$ cat src/rtl/ccp_pkg.sv
`timescale 1ns/1ps
package ccp_pkg;
    localparam int BYTE_W = 8;
    localparam int CODE_W = 5;

    typedef enum logic [1:0] {
        ST_FIRST,
        ST_WRITE,
        ST_READ,
        ST_SKIP
    } ccp_state_e;
endpackage

$ cat src/rtl/ccp_sync.sv
`timescale 1ns/1ps
module ccp_sync #(
    parameter int   STAGES  = 2,
    parameter logic RST_VAL = 1'b0
) (
    input  logic clk,
    input  logic rst_n,
    input  logic din,
    output logic dout
);
    logic [STAGES-1:0] chain_d, chain_q;

    always_comb begin
        chain_d = {chain_q[STAGES-2:0], din};
    end

    always_ff @(posedge clk or negedge rst_n) begin
        if (!rst_n) chain_q <= {STAGES{RST_VAL}};
        else        chain_q <= chain_d;
    end

    assign dout = chain_q[STAGES-1];
endmodule

$ cat src/rtl/ccp_shifter.sv
`timescale 1ns/1ps
module ccp_shifter #(
    parameter int W = 8
) (
    input  logic         clk,
    input  logic         rst_n,
    input  logic         cs_act,
    input  logic         bit_fall,
    input  logic         din,
    output logic         byte_vld,
    output logic [W-1:0] byte_dat
);
    localparam int CW = $clog2(W);

    typedef struct packed {
        logic [CW-1:0] cnt;
        logic [W-1:0]  sh;
        logic          vld;
    } sh_t;

    sh_t d, q;

    always_comb begin
        d     = q;
        d.vld = 1'b0;
        if (!cs_act) begin
            d.cnt = '0;
        end else if (bit_fall) begin
            d.sh = {q.sh[W-2:0], din};
            if (q.cnt == CW'(W-1)) begin
                d.cnt = '0;
                d.vld = 1'b1;
            end else begin
                d.cnt = q.cnt + 1'b1;
            end
        end
    end

    always_ff @(posedge clk or negedge rst_n) begin
        if (!rst_n) q <= '0;
        else        q <= d;
    end

    assign byte_vld = q.vld;
    assign byte_dat = q.sh;

    // a deselected port restarts its bit count
    a_r9_count_clears: assert property (@(posedge clk) disable iff (!rst_n)
        !cs_act |=> (q.cnt == '0));
    // a completed byte only comes out of a select window
    a_r2_byte_in_window: assert property (@(posedge clk) disable iff (!rst_n)
        q.vld |-> $past(cs_act));
endmodule

$ cat src/rtl/ccp_pcm_gate.sv
`timescale 1ns/1ps
module ccp_pcm_gate #(
    parameter int GATE_FS = 2
) (
    input  logic clk,
    input  logic rst_n,
    input  logic fs_s,
    input  logic pwr_dn,
    output logic pcm_oe
);
    localparam int CW = $clog2(GATE_FS + 1);

    typedef struct packed {
        logic          fs_p;
        logic [CW-1:0] cnt;
        logic          oe;
    } pg_t;

    pg_t d, q;

    always_comb begin
        d      = q;
        d.fs_p = fs_s;
        if (pwr_dn) begin
            d.cnt = '0;
            d.oe  = 1'b0;
        end else if (!q.oe && fs_s && !q.fs_p) begin
            if (q.cnt == CW'(GATE_FS - 1)) d.oe = 1'b1;
            else                           d.cnt = q.cnt + 1'b1;
        end
    end

    always_ff @(posedge clk or negedge rst_n) begin
        if (!rst_n) q <= '0;
        else        q <= d;
    end

    assign pcm_oe = q.oe;

    // powered down forces the PCM enable off next cycle
    a_r11_off_when_down: assert property (@(posedge clk) disable iff (!rst_n)
        pwr_dn |=> !pcm_oe);
    // enable only rises out of a powered-up cycle
    a_r11_rise_needs_power: assert property (@(posedge clk) disable iff (!rst_n)
        $rose(pcm_oe) |-> !$past(pwr_dn));
endmodule

$ cat src/rtl/codec_ctrl_port.sv
`timescale 1ns/1ps
module codec_ctrl_port
    import ccp_pkg::*;
#(
    parameter int NREG        = 10,
    parameter int SYNC_STAGES = 2,
    parameter int GATE_FS     = 2
) (
    input  logic                   clk,
    input  logic                   rst_n,
    input  logic                   sclk,
    input  logic                   csn,
    input  logic                   sdi,
    input  logic                   fsync,
    output logic                   sdo,
    output logic                   sdo_oe,
    output logic                   pwr_dn,
    output logic                   pcm_oe,
    output logic [NREG*BYTE_W-1:0] regs_flat
);
    localparam int IDX_W = (NREG > 1) ? $clog2(NREG) : 1;

    typedef struct packed {
        ccp_state_e                   st;
        logic [IDX_W-1:0]             sel;
        logic                         pwr_dn;
        logic [BYTE_W-1:0]            osh;
        logic                         sdo;
        logic                         sclk_p;
        logic [NREG-1:0][BYTE_W-1:0]  regs;
    } port_t;

    localparam port_t RST_Q = '{st: ST_FIRST, sel: '0, pwr_dn: 1'b1,
                                osh: '0, sdo: 1'b0, sclk_p: 1'b0, regs: '0};

    port_t d, q;

    logic              sclk_s, csn_s, sdi_s, fs_s;
    logic              sclk_rise, sclk_fall;
    logic              byte_vld;
    logic [BYTE_W-1:0] byte_dat;
    logic [CODE_W-1:0] code;
    logic              rd_flag, mapped;

    ccp_sync #(.STAGES(SYNC_STAGES), .RST_VAL(1'b0)) u_sync_sclk (
        .clk(clk), .rst_n(rst_n), .din(sclk), .dout(sclk_s));
    ccp_sync #(.STAGES(SYNC_STAGES), .RST_VAL(1'b1)) u_sync_csn (
        .clk(clk), .rst_n(rst_n), .din(csn), .dout(csn_s));
    ccp_sync #(.STAGES(SYNC_STAGES), .RST_VAL(1'b0)) u_sync_sdi (
        .clk(clk), .rst_n(rst_n), .din(sdi), .dout(sdi_s));
    ccp_sync #(.STAGES(SYNC_STAGES), .RST_VAL(1'b0)) u_sync_fs (
        .clk(clk), .rst_n(rst_n), .din(fsync), .dout(fs_s));

    assign sclk_rise = sclk_s & ~q.sclk_p;
    assign sclk_fall = ~sclk_s & q.sclk_p;

    ccp_shifter #(.W(BYTE_W)) u_shifter (
        .clk(clk), .rst_n(rst_n), .cs_act(~csn_s), .bit_fall(sclk_fall),
        .din(sdi_s), .byte_vld(byte_vld), .byte_dat(byte_dat));

    assign code    = byte_dat[6:2];
    assign rd_flag = byte_dat[1];
    assign mapped  = (code != '0) && (code <= CODE_W'(NREG));

    always_comb begin
        d        = q;
        d.sclk_p = sclk_s;

        if (q.st == ST_READ && !csn_s && sclk_rise) begin
            d.sdo = q.osh[BYTE_W-1];
            d.osh = {q.osh[BYTE_W-2:0], 1'b0};
        end

        if (byte_vld) begin
            unique case (q.st)
                ST_FIRST: begin
                    if (code == '0 && !rd_flag) begin
                        d.pwr_dn = byte_dat[7];
                    end else if (mapped) begin
                        d.pwr_dn = byte_dat[7];
                        d.sel    = IDX_W'(code - 1'b1);
                        if (rd_flag) begin
                            d.st  = ST_READ;
                            d.osh = q.regs[IDX_W'(code - 1'b1)];
                        end else begin
                            d.st  = ST_WRITE;
                        end
                    end else begin
                        d.st = ST_SKIP;
                    end
                end
                ST_WRITE: begin
                    d.regs[q.sel] = byte_dat;
                    d.st          = ST_FIRST;
                end
                default: d.st = ST_FIRST;
            endcase
        end
    end

    always_ff @(posedge clk or negedge rst_n) begin
        if (!rst_n) q <= RST_Q;
        else        q <= d;
    end

    ccp_pcm_gate #(.GATE_FS(GATE_FS)) u_pcm_gate (
        .clk(clk), .rst_n(rst_n), .fs_s(fs_s), .pwr_dn(q.pwr_dn), .pcm_oe(pcm_oe));

    assign sdo       = q.sdo;
    assign sdo_oe    = ~csn & (q.st == ST_READ);
    assign pwr_dn    = q.pwr_dn;
    assign regs_flat = q.regs;

    // serial output released while deselected
    a_r5_hiz_deselected: assert property (@(posedge clk) disable iff (!rst_n)
        csn |-> !sdo_oe);
    // power state moves only when a whole byte lands
    a_r6_power_on_byte: assert property (@(posedge clk) disable iff (!rst_n)
        !byte_vld |=> $stable(pwr_dn));
    // register file moves only when a whole byte lands
    a_r2_regs_on_byte: assert property (@(posedge clk) disable iff (!rst_n)
        !byte_vld |=> $stable(regs_flat));
endmodule

$ cat config.mk
export PLATFORM = sky130hd
export DESIGN_NAME = codec_ctrl_port
export DESIGN_NICKNAME = d
export VERILOG_FILES = /design/src/rtl/ccp_pkg.sv /design/src/rtl/ccp_sync.sv /design/src/rtl/ccp_shifter.sv /design/src/rtl/ccp_pcm_gate.sv /design/src/rtl/codec_ctrl_port.sv
export SDC_FILE = /design/constraint.sdc
export NUM_CORES = 1
export LEC_CHECK = 0
export BUFFER_PORTS_ARGS = -buffer_cell sky130_fd_sc_hd__buf_2
export CAP_MARGIN = 20
export CORE_ASPECT_RATIO = 0.6
export CORE_MARGIN = 2
export CORE_UTILIZATION = 52
export CTS_BUF_LIST = sky130_fd_sc_hd__clkbuf_8 sky130_fd_sc_hd__clkbuf_16
export CTS_CLUSTER_DIAMETER = 120
export CTS_CLUSTER_SIZE = 20
export DETAILED_ROUTE_END_ITERATION = 10
export PLACE_DENSITY_LB_ADDON = 0.08
export SETUP_SLACK_MARGIN = 0.5
export SKIP_LAST_GASP = 1
export SLEW_MARGIN = 40
export SYNTH_ARGS = -nofsm -noshare
export SYNTH_HDL_FRONTEND = slang
export SYNTH_HIERARCHICAL = 1
export SYNTH_SLANG_ARGS = --single-unit
$ cat constraint.sdc
create_clock -name clk -period 3.1 [get_ports clk]
set_clock_uncertainty 0.15 [all_clocks]
set_input_delay 0.31 -clock clk [delete_from_list [all_inputs] [get_ports clk]]
set_output_delay 0.31 -clock clk [all_outputs]
set_load 0.02 [all_outputs]
==> results by group, run 1 <==
Routing
  – Remaining DRCs: 0
  – First-pass iteration count of the detailed router: 4
  – WL final: 14100 um
  – Remaining antenna violation count: 0
  – Vias per cell: 5.40
  – Vias: 3690
  – Post-DR wirelength/cell: 20.6 um
  – Initial drt markers: 252

Timing
  – Max Transition Viols Final: 0
  – Tcrit/Tclk final: 78.8%
  – Final setup viols: 0
  – Fin crit period: 2440 ps
  – Final hold vios: 0
  – Peak Freq: 409 MHz
  – RSZ-0062 raised after global routing: false
  – Worst slew pin tran: 765 ps
  – Slew headroom: 49.0%
  – Setup_tns: 0 ps

Power
  – Leakage power total: 3.54 nW
  – Power per cell area: 727 nW/um^2
  – Total power: 5.02 mW
  – VDD IR max: 0.461 mV

GRT
  – Layer with the highest usage: met1
  – Total global-route track usage: 23.1%
  – Met2 usage: 32.0%
  – Grt met3 use: 6.68%
  – Initial antenna violation count: 0
  – First-pass GRT wire length: 22100 um
  – Largest net degree at the start of global routing: 55
  – Overflow after GRT: 0
  – Vias in the first global route: 3750
  – Grt met1 use: 34.7%

Finish
  – Layout Area Growth over Synthesis: 10.1%
  – Footprint of the multi-input gates: 2430 um^2
  – Commonest non-fill, non-tap cell in the layout: dfrtp_1
  – Cell area after layout: 6910 um^2
  – Layout Utilization: 58.0%
  – Commonest non-fill, non-tap cells in the layout: dfrtp_1 (118), buf_2 (88), mux2_2 (75)
  – Fill cells: 995
  – Inserted Diodes: 0
  – Fin nets: 517
  – Register Area: 3030 um^2
  – Share of cells above drive strength 1: 46.5%

Place
  – Hpwl dp: 9660 um
  – PortBufs: 89
  – Placement Cell Area: 6260 um^2
  – Gpl congestion: 0.851

Clocking
  – Skew-Pair Late Insertion Delay: 410 ps
  – CTS sink count: 121
  – TritonCTS buffer count: 17
  – Root buf cell: clkbuf_16
  – Post-CTS Resized: 0
  – Clk buf depth: 2
  – TritonCTS clock tree: built
  – Clock-pin slew on the worst setup and hold paths: 60 ps
  – H-tree lvl count: 4

Die
  – Die area: 13000 um^2
  – Initial core utilization: 52.7%
  – Die extent in x: 146 um
  – I/O pin total: 90
  – Die height: 89.1 um
  – Row cnt: 31
  – Core area: 11900 um^2

Outcome
  – Outcome: finished clean

Hold path
  – Hold_sp: u_sync_fs/chain_q[0]$_DFF_PN0_
  – Cells on Worst Hold Path: 0
  – Worst hold path endpoint: u_sync_fs/chain_q[1]$_DFF_PN0_
  – Worst Hold Class: register to register

Setup path
  – Arrival @ worst endpoint: 2600 ps
  – Slowest cell on crit path: dfrtp_1
  – CP max stage delay: 830 ps
  – Reg2reg end: q[89]$_DFF_PN0_
  – Critical path required time: 3260 ps
  – R2R setup slack: 660 ps
  – Reg2reg start: u_shifter/byte_dat[5]$_DFFE_PN0P_
  – Reg2reg path depth: 5
  – CP Cell Sequence: nand2b_1 > o22ai_2 > and2_1 > nand3_1 > o221ai_1
  – Critical Setup Path Class: register to register
  – CP Launch Type: register
  – CP endpoint kind: register
  – Maximum fanout along the worst path: 19

Synth
  – Synth unique cells: 53
  – Sequential element share of the synthesized area: 48.3%
  – Syn Nets: 505
  – Post-synth EDFFs: 0
  – Post-Synthesis Cell Area: 6280 um^2
  – Gate Count Post-Synth: 493
  – Async set or reset register ratio after synthesis: 100%
  – Synth Warn #: 6
  – Ys flop type: dfrtp_1
  – Post-Synthesis Mean Instance Area: 12.7 um^2
  – Seq cells post-synth: 121

Job
  – Max-cap violation count: 0
## worst max-delay path, delay by kind of cell (launching register included)
| family | cells | cell delay (ps) |
|---|---|---|
| compound gates | 2 | 560 |
| simple gates | 3 | 790 |
| flops | 1 | 830 |
## kinds of logic after synthesis
logic type,count (synthesis),synth area share [%]
fa+ha+maj,6,1.20
mux,128,25.1
flops,121,48.3
xor+xnor,2,0.578
compound gates,41,4.53
simple gates,73,7.00
buf+inv,122,13.3
## where the power goes
group	switching, mW	total, mW	internal (mW)
Combinational	0.668	1.19	0.521
Sequential	0.177	1.82	1.64
Clock	0.751	2.02	1.26
## cell usage after synthesis, types with 2 or more instances
library cell    n  area share, %
mux4_1          7            2.9
and2_1          2           0.20
ha_1            6            1.2
buf_4          90             11
o21a_1          2           0.24
clkbuf_1       11           0.66
nand2_1        18            1.1
mux4_2          2           0.72
or3_1           3           0.30
o21ai_0        16            1.3
o221ai_1        5           0.70
dfstp_2         3            1.3
dfrtp_1       118             47
buf_2           5           0.40
a22oi_1         4           0.48
nor2b_1         9           0.90
a21oi_1         2           0.16
a22o_1          4           0.56
inv_1          11           0.66
nor3_2          2           0.32
nand2b_1        4           0.40
o32a_1          2           0.32
nand3_1         3           0.24
mux2i_1        32            5.1
nor3_1          3           0.24
nor2_2          3           0.30
nand3b_1        3           0.36
mux2_4         12            2.9
mux2_2         75             13
buf_6           3           0.54
nor2_1         11           0.66
## worst max path at each step
stage                                  to  cells past startpoint  slack [ps]                         startpoint
after floorplan           q[82]$_DFF_PN0_                     12         500  u_shifter/byte_dat[2]$_DFFE_PN0P_
after global placement    q[84]$_DFF_PN0_                      5         720  u_shifter/byte_dat[5]$_DFFE_PN0P_
after detailed placement  q[88]$_DFF_PN0_                      5         700  u_shifter/byte_dat[5]$_DFFE_PN0P_
after CTS                 q[88]$_DFF_PN0_                      5         680  u_shifter/byte_dat[5]$_DFFE_PN0P_
after global routing      q[88]$_DFF_PN0_                      5         520  u_shifter/byte_dat[5]$_DFFE_PN0P_
final                     q[89]$_DFF_PN0_                      5         660  u_shifter/byte_dat[5]$_DFFE_PN0P_
## registers in the layout, indices dropped and copies added, names as in the netlist
name                 count
u_pcm_gate/q             3
u_sync_fs/chain_q        2
sdo                      1
u_shifter/q              3
u_sync_sdi/chain_q       2
u_sync_sclk/chain_q      2
u_pcm_gate/pcm_oe        1
u_sync_csn/chain_q       2
regs_flat               80
q                       15
pwr_dn                   1
u_shifter/byte_vld       1
u_shifter/byte_dat       8
## metrics by stage
stage	instances	worst slack, ps	hold WS, ps
floorplan	493	500	-136
global placement	646	721	185
detailed placement	646	699	187
CTS	683	682	200
global route	683	518	217
finish	683	658	198
## cell type report
cell class | count | share of cell area (%)
Clock buffer | 17 | 6.16
Clock inverter | 15 | 2.55
Inverter | 11 | 0.634
Multi-Input combinational cell | 250 | 35.1
Sequential cell | 121 | 43.9
Tap cell | 165 | 2.99
Timing Repair Buffer | 104 | 8.66
## layer usage
layer / up-vias / routed length, um
li1: 1672 / -
met1: 1906 / 7220
met2: 100 / 5910
met3: 12 / 773
met4: 0 / 172
met5: - / 0
## what timing repair did
item / CTS / global route
setup endpoints to repair: 0 / 0
setup buffers: 0 / 0
hold buffers: 5 / 0
endpoints found under the hold margin: 56 / 0
(Power assumes the default switching activity.)
==> run 2, diff against run 1 <==
--- a/config.mk
+++ b/config.mk
@@ -5,11 +5,12 @@
 export SDC_FILE = /design/constraint.sdc
 export NUM_CORES = 1
 export LEC_CHECK = 0
+export ABC_AREA = 1
 export BUFFER_PORTS_ARGS = -buffer_cell sky130_fd_sc_hd__buf_2
 export CAP_MARGIN = 20
 export CORE_ASPECT_RATIO = 0.6
 export CORE_MARGIN = 2
-export CORE_UTILIZATION = 52
+export CORE_UTILIZATION = 55
 export CTS_BUF_LIST = sky130_fd_sc_hd__clkbuf_8 sky130_fd_sc_hd__clkbuf_16
 export CTS_CLUSTER_DIAMETER = 120
 export CTS_CLUSTER_SIZE = 20
==> constraint.sdc (replaced) <==
create_clock -name clk -period 2.3 [get_ports clk]
set_clock_uncertainty 0.15 [all_clocks]
set_input_delay 0.23 -clock clk [delete_from_list [all_inputs] [get_ports clk]]
set_output_delay 0.23 -clock clk [all_outputs]
set_load 0.02 [all_outputs]
==> results by group, run 2 <==
Outcome
  – Outcome: finished clean

Finish
  – Commonest non-fill, non-tap cell in the layout: nand2_1
  – Fin nets: 854 (+65%)
  – Register Area: 3040 um^2 (+0.16%)
  – Commonest non-fill, non-tap cells in the layout: nand2_1 (287), dfrtp_1 (114), buf_2 (88)
  – Cell area after layout: 7530 um^2 (+9.0%)
  – Fill cells: 997 (+0.20%)
  – Footprint of the multi-input gates: 2690 um^2 (+11%)
  – Layout Area Growth over Synthesis: 14.6%
  – Inserted Diodes: 0 (unchanged)
  – Max reg flops: 80 (unchanged)
  – Share of cells above drive strength 1: 27.4% (-19 points)

Power
  – VDD IR max: 0.546 mV (+19%)
  – Int Power: 4.45 mW (+30%)
  – Reg power frac: 34.4% (-1.8 points)
  – Clock network fraction of design power: 41.1% (+1.0 points)
  – Total power: 6.61 mW (+32%)
  – Power per cell area: 878 nW/um^2 (+21%)
  – NetSw: 2.16 mW (+35%)
  – Sw frac: 32.6% (+0.83 points)
  – Comb pwr share: 24.6% (+0.9 points)
  – Leakage power total: 3.73 nW (+5.4%)

Die
  – Die extent in x: 145 um (-0.51%)
  – Die area: 12900 um^2 (-1.0%)
  – Row cnt: 30 (-3.2%)
  – Die height: 88.7 um (-0.50%)
  – Core area: 11500 um^2 (-3.5%)
  – Initial core utilization: 57.2% (+4.5 points)
  – I/O pin total: 90 (unchanged)

Synth
  – Yosys top cell area share: 45.0% (-2.1 points)
  – Area leader, netlist: dfrtp_1
  – Ys flop type: dfrtp_1
  – Synth Warn #: 6 (unchanged)
  – Top post-synthesis cells by area: dfrtp_1 (45%), nand2_1 (17%), buf_4 (10%)
  – Sequential element share of the synthesized area: 46.2% (-2.2 points)
  – Syn Nets: 831 (+65%)
  – Count leader, synth: nand2_1
  – Synth unique cells: 32 (-40%)
  – Post-synth EDFFs: 0 (unchanged)
  – Post-Synthesis Mean Instance Area: 8.02 um^2 (-37%)
  – Post-synth top cells: nand2_1 (291), dfrtp_1 (118), buf_4 (88), nor2_1 (59), o21ai_0 (48)
  – Post-Synthesis Cell Area: 6570 um^2 (+4.7%)
  – Seq cells post-synth: 121 (unchanged)
  – Gate Count Post-Synth: 819 (+66%)
  – Async set or reset register ratio after synthesis: 100% (unchanged)

Setup path
  – CP endpoint kind: register
  – Reg2reg end: q[89]$_DFF_PN0_
  – CP Cell Sequence: clkinv_4 > ha_4 > buf_4 > nand3_1 > nand3_1 > nand2_1 > nor2_1 > nor2_1 > nor2_1
  – CP startpoint: u_shifter/byte_dat[2]$_DFFE_PN0P_
  – Critical Path End: q[89]$_DFF_PN0_
  – Critical Setup Path Class: register to register
  – Slowest cell on crit path: dfrtp_1
  – CP max stage delay: 430 ps (-400 ps)
  – CP Launch Type: register
  – Most frequent CP cell: nor2_1
  – Maximum fanout along the worst path: 8 (-11)
  – Arrival @ worst endpoint: 2020 ps (-580 ps)
  – Reg2reg path depth: 9 (+4)
  – Reg2reg start: u_shifter/byte_dat[2]$_DFFE_PN0P_
  – Critical path required time: 2500 ps (-760 ps)
  – R2R setup slack: 480 ps (-180 ps)

Clocking
  – CTS sink count: 121 (unchanged)
  – Clock-pin slew on the worst setup and hold paths: 60 ps (about the same)
  – Skew-Pair Late Insertion Delay: 420 ps (about the same)
  – Clk buf depth: 2 (unchanged)
  – TritonCTS buffer count: 17 (unchanged)
  – Root buf cell: clkbuf_16
  – H-tree lvl count: 4 (unchanged)
  – TritonCTS clock tree: built

Place
  – Placement Cell Area: 6600 um^2 (+5.5%)
  – PortBufs: 89 (unchanged)
  – Gpl congestion: 0.890 (+4.6%)
  – Hpwl dp: 11400 um (+18%)
  – Dpl ws: 272 ps (-427 ps)

Timing
  – Post-route worst setup slack: 482 ps (-176 ps)
  – Max Transition Viols Final: 0 (unchanged)
  – Fin crit period: 1820 ps (-624 ps)
  – Final setup viols: 0 (unchanged)
  – Peak Freq: 550 MHz (+34%)
  – Setup_tns: 0 ps (unchanged)
  – Worst slew pin tran: 616 ps (-149 ps)
  – Tcrit/Tclk final: 79.0% (+0.25 points)
  – Slew headroom: 58.9% (+9.9 points)
  – RSZ-0062 raised after global routing: true
  – Final hold vios: 0 (unchanged)

GRT
  – Vias in the first global route: 4794 (+28%)
  – First-pass GRT wire length: 25600 um (+16%)
  – Initial antenna violation count: 0 (unchanged)
  – Total global-route track usage: 26.4% (+3.3 points)
  – Largest net degree at the start of global routing: 45 (-18%)
  – Overflow after GRT: 0 (unchanged)

Routing
  – Remaining antenna violation count: 0 (unchanged)
  – Remaining DRCs: 0 (unchanged)
  – Vias per cell: 5.24 (-3.0%)
  – Initial drt markers: 347 (+38%)
  – Vias: 5321 (+44%)
  – WL final: 16600 um (+18%)
  – Post-DR wirelength/cell: 16.3 um (-21%)
  – First-pass iteration count of the detailed router: 5 (+1)

Job
  – Max-cap violation count: 0 (unchanged)

Hold path
  – Worst Hold Class: input port to async pin
## run 2: worst min-delay path by stage
stage | startpoint | end | slack [ps] | cells past startpoint
final | rst_n | regs_flat[21]$_DFFE_PN0P_ | 120 | 2
after CTS | rst_n | regs_flat[21]$_DFFE_PN0P_ | 130 | 2
after global routing | rst_n | regs_flat[29]$_DFFE_PN0P_ | 150 | 2
after global placement | rst_n | regs_flat[29]$_DFFE_PN0P_ | 20 | 1
after detailed placement | rst_n | regs_flat[21]$_DFFE_PN0P_ | 30 | 1
after floorplan | rst_n | q[80]$_DFF_PN0_ | -220 | 0
## run 2: layout make-up
type / count / share of cell area [%]
Sequential cell: 121 / 40.3
Clock buffer: 20 / 6.20
Tap cell: 160 / 2.66
Clock inverter: 12 / 1.88
Inverter: 53 / 2.86
Multi-Input combinational cell: 528 / 35.7
Timing Repair Buffer: 121 / 10.4
## run 2: metal layers
layer	wire (um)	vias to the layer above	GRT usage, %
met4	194	0	7.49
met2	7010	181	39.6
met5	0	-	0
met1	8270	2578	38.8
met3	1110	16	6.13
li1	-	2546	-
## run 2: cell families after synthesis
logic type	after synthesis	synth area share [%]
compound gates	99	8.65
xor+xnor	2	0.495
fa+ha+maj	6	1.14
buf+inv	172	15.8
flops	121	46.2
simple gates	419	27.8
## run 2: through the flow
stage / std cells / util, % / hold slack, ps
finish: 1015 / 65.6 / 119
global route: 1015 / 65.6 / 155
CTS: 1005 / 64.0 / 127
detailed placement: 961 / 57.5 / 30.1
global placement: 961 / 57.5 / 24.1
floorplan: 819 / - / -216
## run 2: worst max-delay path: cells and delay by family, from the launching register on
kind / cells / cell delay [ps]
AND/OR/NAND/NOR: 6 / 550
flip-flops: 1 / 430
buffers and inverters: 2 / 310
adder cells (fa/ha/maj): 1 / 310
## run 2: timing repair
| action | in CTS | in global routing |
|---|---|---|
| resized for setup | 9 | 26 |
| hold buffers | 5 | 0 |
| endpoints found under the setup margin | 14 | 42 |
| setup buffers | 6 | 9 |
| endpoints found under the hold margin | 122 | 0 |
| cloned | 1 | 1 |
| pin swaps | 2 | 4 |
## run 2: power groups by stage
stage          clock [mW]  combinational [mW]  sequential, mW
2_1_floorplan           0                1.14            2.28
3_3_place_gp            0                1.33            2.31
3_5_place_dp            0                1.35            2.31
4_1_cts              2.73                1.49            2.27
5_1_grt              2.83                1.76            2.28
6_report             2.71                1.63            2.27
==> run 3, diff against run 2 <==
--- a/config.mk
+++ b/config.mk
@@ -10,7 +10,7 @@
 export CAP_MARGIN = 20
 export CORE_ASPECT_RATIO = 0.6
 export CORE_MARGIN = 2
-export CORE_UTILIZATION = 55
+export CORE_UTILIZATION = 52
 export CTS_BUF_LIST = sky130_fd_sc_hd__clkbuf_8 sky130_fd_sc_hd__clkbuf_16
 export CTS_CLUSTER_DIAMETER = 120
 export CTS_CLUSTER_SIZE = 20
==> constraint.sdc (replaced) <==
create_clock -name clk -period 1.61 [get_ports clk]
set_clock_uncertainty 0.15 [all_clocks]
set_input_delay 0.161 -clock clk [delete_from_list [all_inputs] [get_ports clk]]
set_output_delay 0.161 -clock clk [all_outputs]
set_load 0.02 [all_outputs]
==> results by group, run 3 (synthesis gave the netlist of run 2 again) <==
Outcome
  – Outcome: finished with violations
  – Failing checks: setup timing

Finish
  – Layout Area Growth over Synthesis: 49.7%
  – Max reg flops: 80 (unchanged)
  – Layout Utilization: 80.7% (+15 points)
  – Share of cells above drive strength 1: 49.6% (+22 points)
  – Fin nets: 965 (+13%)
  – Commonest non-fill, non-tap cell in the layout: nand2_1
  – Inserted Diodes: 0 (unchanged)
  – Commonest non-fill, non-tap cells in the layout: nand2_1 (210), dfrtp_1 (107), buf_6 (103)
  – Fill cells: 723 (-27%)

Timing
  – Tcrit/Tclk final: 112% (+33 points)
  – RSZ-0062 raised after global routing: true
  – Worst slew pin tran: 552 ps (-63.3 ps)
  – Post-route worst setup slack: -194 ps (-676 ps)
  – Peak Freq: 554 MHz (+0.75%)
  – Slew headroom: 63.1% (+4.2 points)
  – Final setup viols: 48 (+48)
  – Fin crit period: 1800 ps (-13.6 ps)
  – Final hold vios: 0 (unchanged)
  – Max Transition Viols Final: 0 (unchanged)

Setup path
  – Maximum fanout along the worst path: 21 (+13)
  – CP Cell Sequence: inv_4 > buf_4 > buf_8 > nand2_1 > nand2_1 > nand2_1 > nand2_1 > nor2_1 > nor2_1 > nor2_1 > nor2_1
  – Critical Setup Path Class: register to register
  – Arrival @ worst endpoint: 2000 ps (-20 ps)
  – CP Launch Type: register
  – CP max stage delay: 420 ps (about the same)
  – Critical path required time: 1810 ps (-690 ps)
  – Slowest cell on crit path: dfrtp_1
  – Reg2reg path depth: 11 (+2)
  – CP endpoint kind: register

Die
  – Core area: 12200 um^2 (+6.0%)
  – Die extent in x: 149 um (+2.8%)
  – I/O pin total: 90 (unchanged)
  – Initial core utilization: 53.9% (-3.3 points)
  – Die area: 13600 um^2 (+5.6%)
  – Row cnt: 31 (+3.3%)
  – Die height: 91.1 um (+2.7%)

Routing
  – Remaining antenna violation count: 0 (unchanged)
  – Vias: 6250 (+17%)
  – Remaining DRCs: 0 (unchanged)
  – Vias per cell: 5.53 (+5.4%)
  – WL final: 22000 um (+33%)
  – First-pass iteration count of the detailed router: 5 (unchanged)
  – Initial drt markers: 598 (+72%)
  – Post-DR wirelength/cell: 19.5 um (+19%)

Hold path
  – Worst Hold Class: input port to async pin

Power
  – Power per cell area: 1010 nW/um^2 (+15%)
  – VDD IR max: 0.883 mV (+62%)
  – Int Power: 6.62 mW (+49%)
  – Comb pwr share: 28.2% (+3.6 points)
  – NetSw: 3.29 mW (+53%)
  – Leakage power total: 4.62 nW (+24%)
  – Clock network fraction of design power: 39.0% (-2.1 points)
  – Total power: 9.90 mW (+50%)
  – Sw frac: 33.2% (+0.60 points)
  – Reg power frac: 32.7% (-1.7 points)

Clocking
  – Skew-Pair Late Insertion Delay: 420 ps (about the same)
  – TritonCTS clock tree: built
  – Root buf cell: clkbuf_16
  – Clk buf depth: 2 (unchanged)
  – CTS sink count: 121 (unchanged)
  – H-tree lvl count: 4 (unchanged)
  – TritonCTS buffer count: 17 (unchanged)
  – Clock-pin slew on the worst setup and hold paths: 60 ps (about the same)

GRT
  – Vias in the first global route: 6005 (+25%)
  – Largest net degree at the start of global routing: 47 (+4.4%)
  – Total global-route track usage: 32.1% (+5.7 points)
  – First-pass GRT wire length: 32800 um (+28%)
  – Initial antenna violation count: 0 (unchanged)
  – Overflow after GRT: 0 (unchanged)

Place
  – Gpl congestion: 0.943 (+5.9%)
  – PortBufs: 89 (unchanged)
  – Hpwl dp: 12400 um (+9.0%)

Job
  – Max-cap violation count: 0 (unchanged)
-- run 3: changes by cell type in the layout (fill, tap and decap cells not counted), sizes merged --
| cell | delta |
|---|---|
| buf | +101 |
| clkinvlp | -3 |
| nand2 | +3 |
| nand3 | +1 |
| clkbuf | -1 |
| bufinv | +1 |
| nand4 | +3 |
| clkinv | +3 |
| inv | +3 |
-- run 3: what timing repair did --
action	CTS	global route
cloned	13	1
endpoints found under the hold margin	124	0
setup endpoints to repair	193	195
pin swaps	31	35
hold buffers	5	0
gates resized for setup	283	122
buffers inserted	53	25
-- run 3: power groups by stage --
stage	logic [mW]	registers, mW	clock network (mW)
after floorplan	1.64	3.26	0
after global placement	2.35	3.28	0
after detailed placement	2.37	3.28	0
after CTS	2.55	3.23	3.88
after global routing	2.98	3.25	4.04
final	2.80	3.24	3.87
-- run 3: path summary, 6_finish.rpt --
check	endpoint	startpoint	slack, ps
worst max-delay path	q[89]$_DFF_PN0_	u_shifter/byte_dat[2]$_DFFE_PN0P_	-190
worst min-delay path	u_sync_sdi/chain_q[0]$_DFF_PN0_	rst_n	20
worst max register to register	q[89]$_DFF_PN0_	u_shifter/byte_dat[2]$_DFFE_PN0P_	-190
worst min register to register	u_sync_sdi/chain_q[1]$_DFF_PN0_	u_sync_sdi/chain_q[0]$_DFF_PN0_	200
max in group asynchronous	pwr_dn$_DFFE_PN1P_	rst_n	660
min in group clk	u_sync_sdi/chain_q[1]$_DFF_PN0_	u_sync_sdi/chain_q[0]$_DFF_PN0_	200
-- run 3: per-layer routing --
| layer | GRT usage, % | vias up | part of all wire (%) |
|---|---|---|---|
| li1 | - | 2791 | - |
| met1 | 45.4 | 3068 | 43 |
| met2 | 50.0 | 346 | 47 |
| met3 | 6.88 | 45 | 8.4 |
| met4 | 9.29 | 0 | 2.0 |
| met5 | 0 | - | 0 |
-- run 3: area by class of cell --
class,instances,area (um^2),share of cell area (%)
timing repair buffer,223,2300,23.4
timing repair inverter,2,22.5,0.229
multi-input combinational,535,3420,34.8
clock buffer,18,439,4.47
tap,165,206,2.10
inverter,53,238,2.42
clock inverter,14,158,1.60
sequential,121,3050,31.0
-- run 3: through the flow --
stage | setup slack (ps) | hold WS (ps) | setup TNS, ps | cell area, um^2 | cells
after floorplan | -408 | -285 | -4930 | 6890 | 819
after global placement | -198 | -96.3 | -1270 | 7030 | 1002
after detailed placement | -203 | -92.1 | -2020 | 7030 | 1002
after CTS | -140 | 13.3 | -1130 | 9200 | 1105
after global routing | -265 | 24.0 | -4910 | 9830 | 1131
final | -194 | 15.5 | -1840 | 9830 | 1131
-- run 3: worst max-delay path: cells and delay by family, from the launching register on --
family / cells / cell delay (ps)
buffers and inverters: 3 / 440
and+or+nand+nor: 8 / 720
DFF: 1 / 420
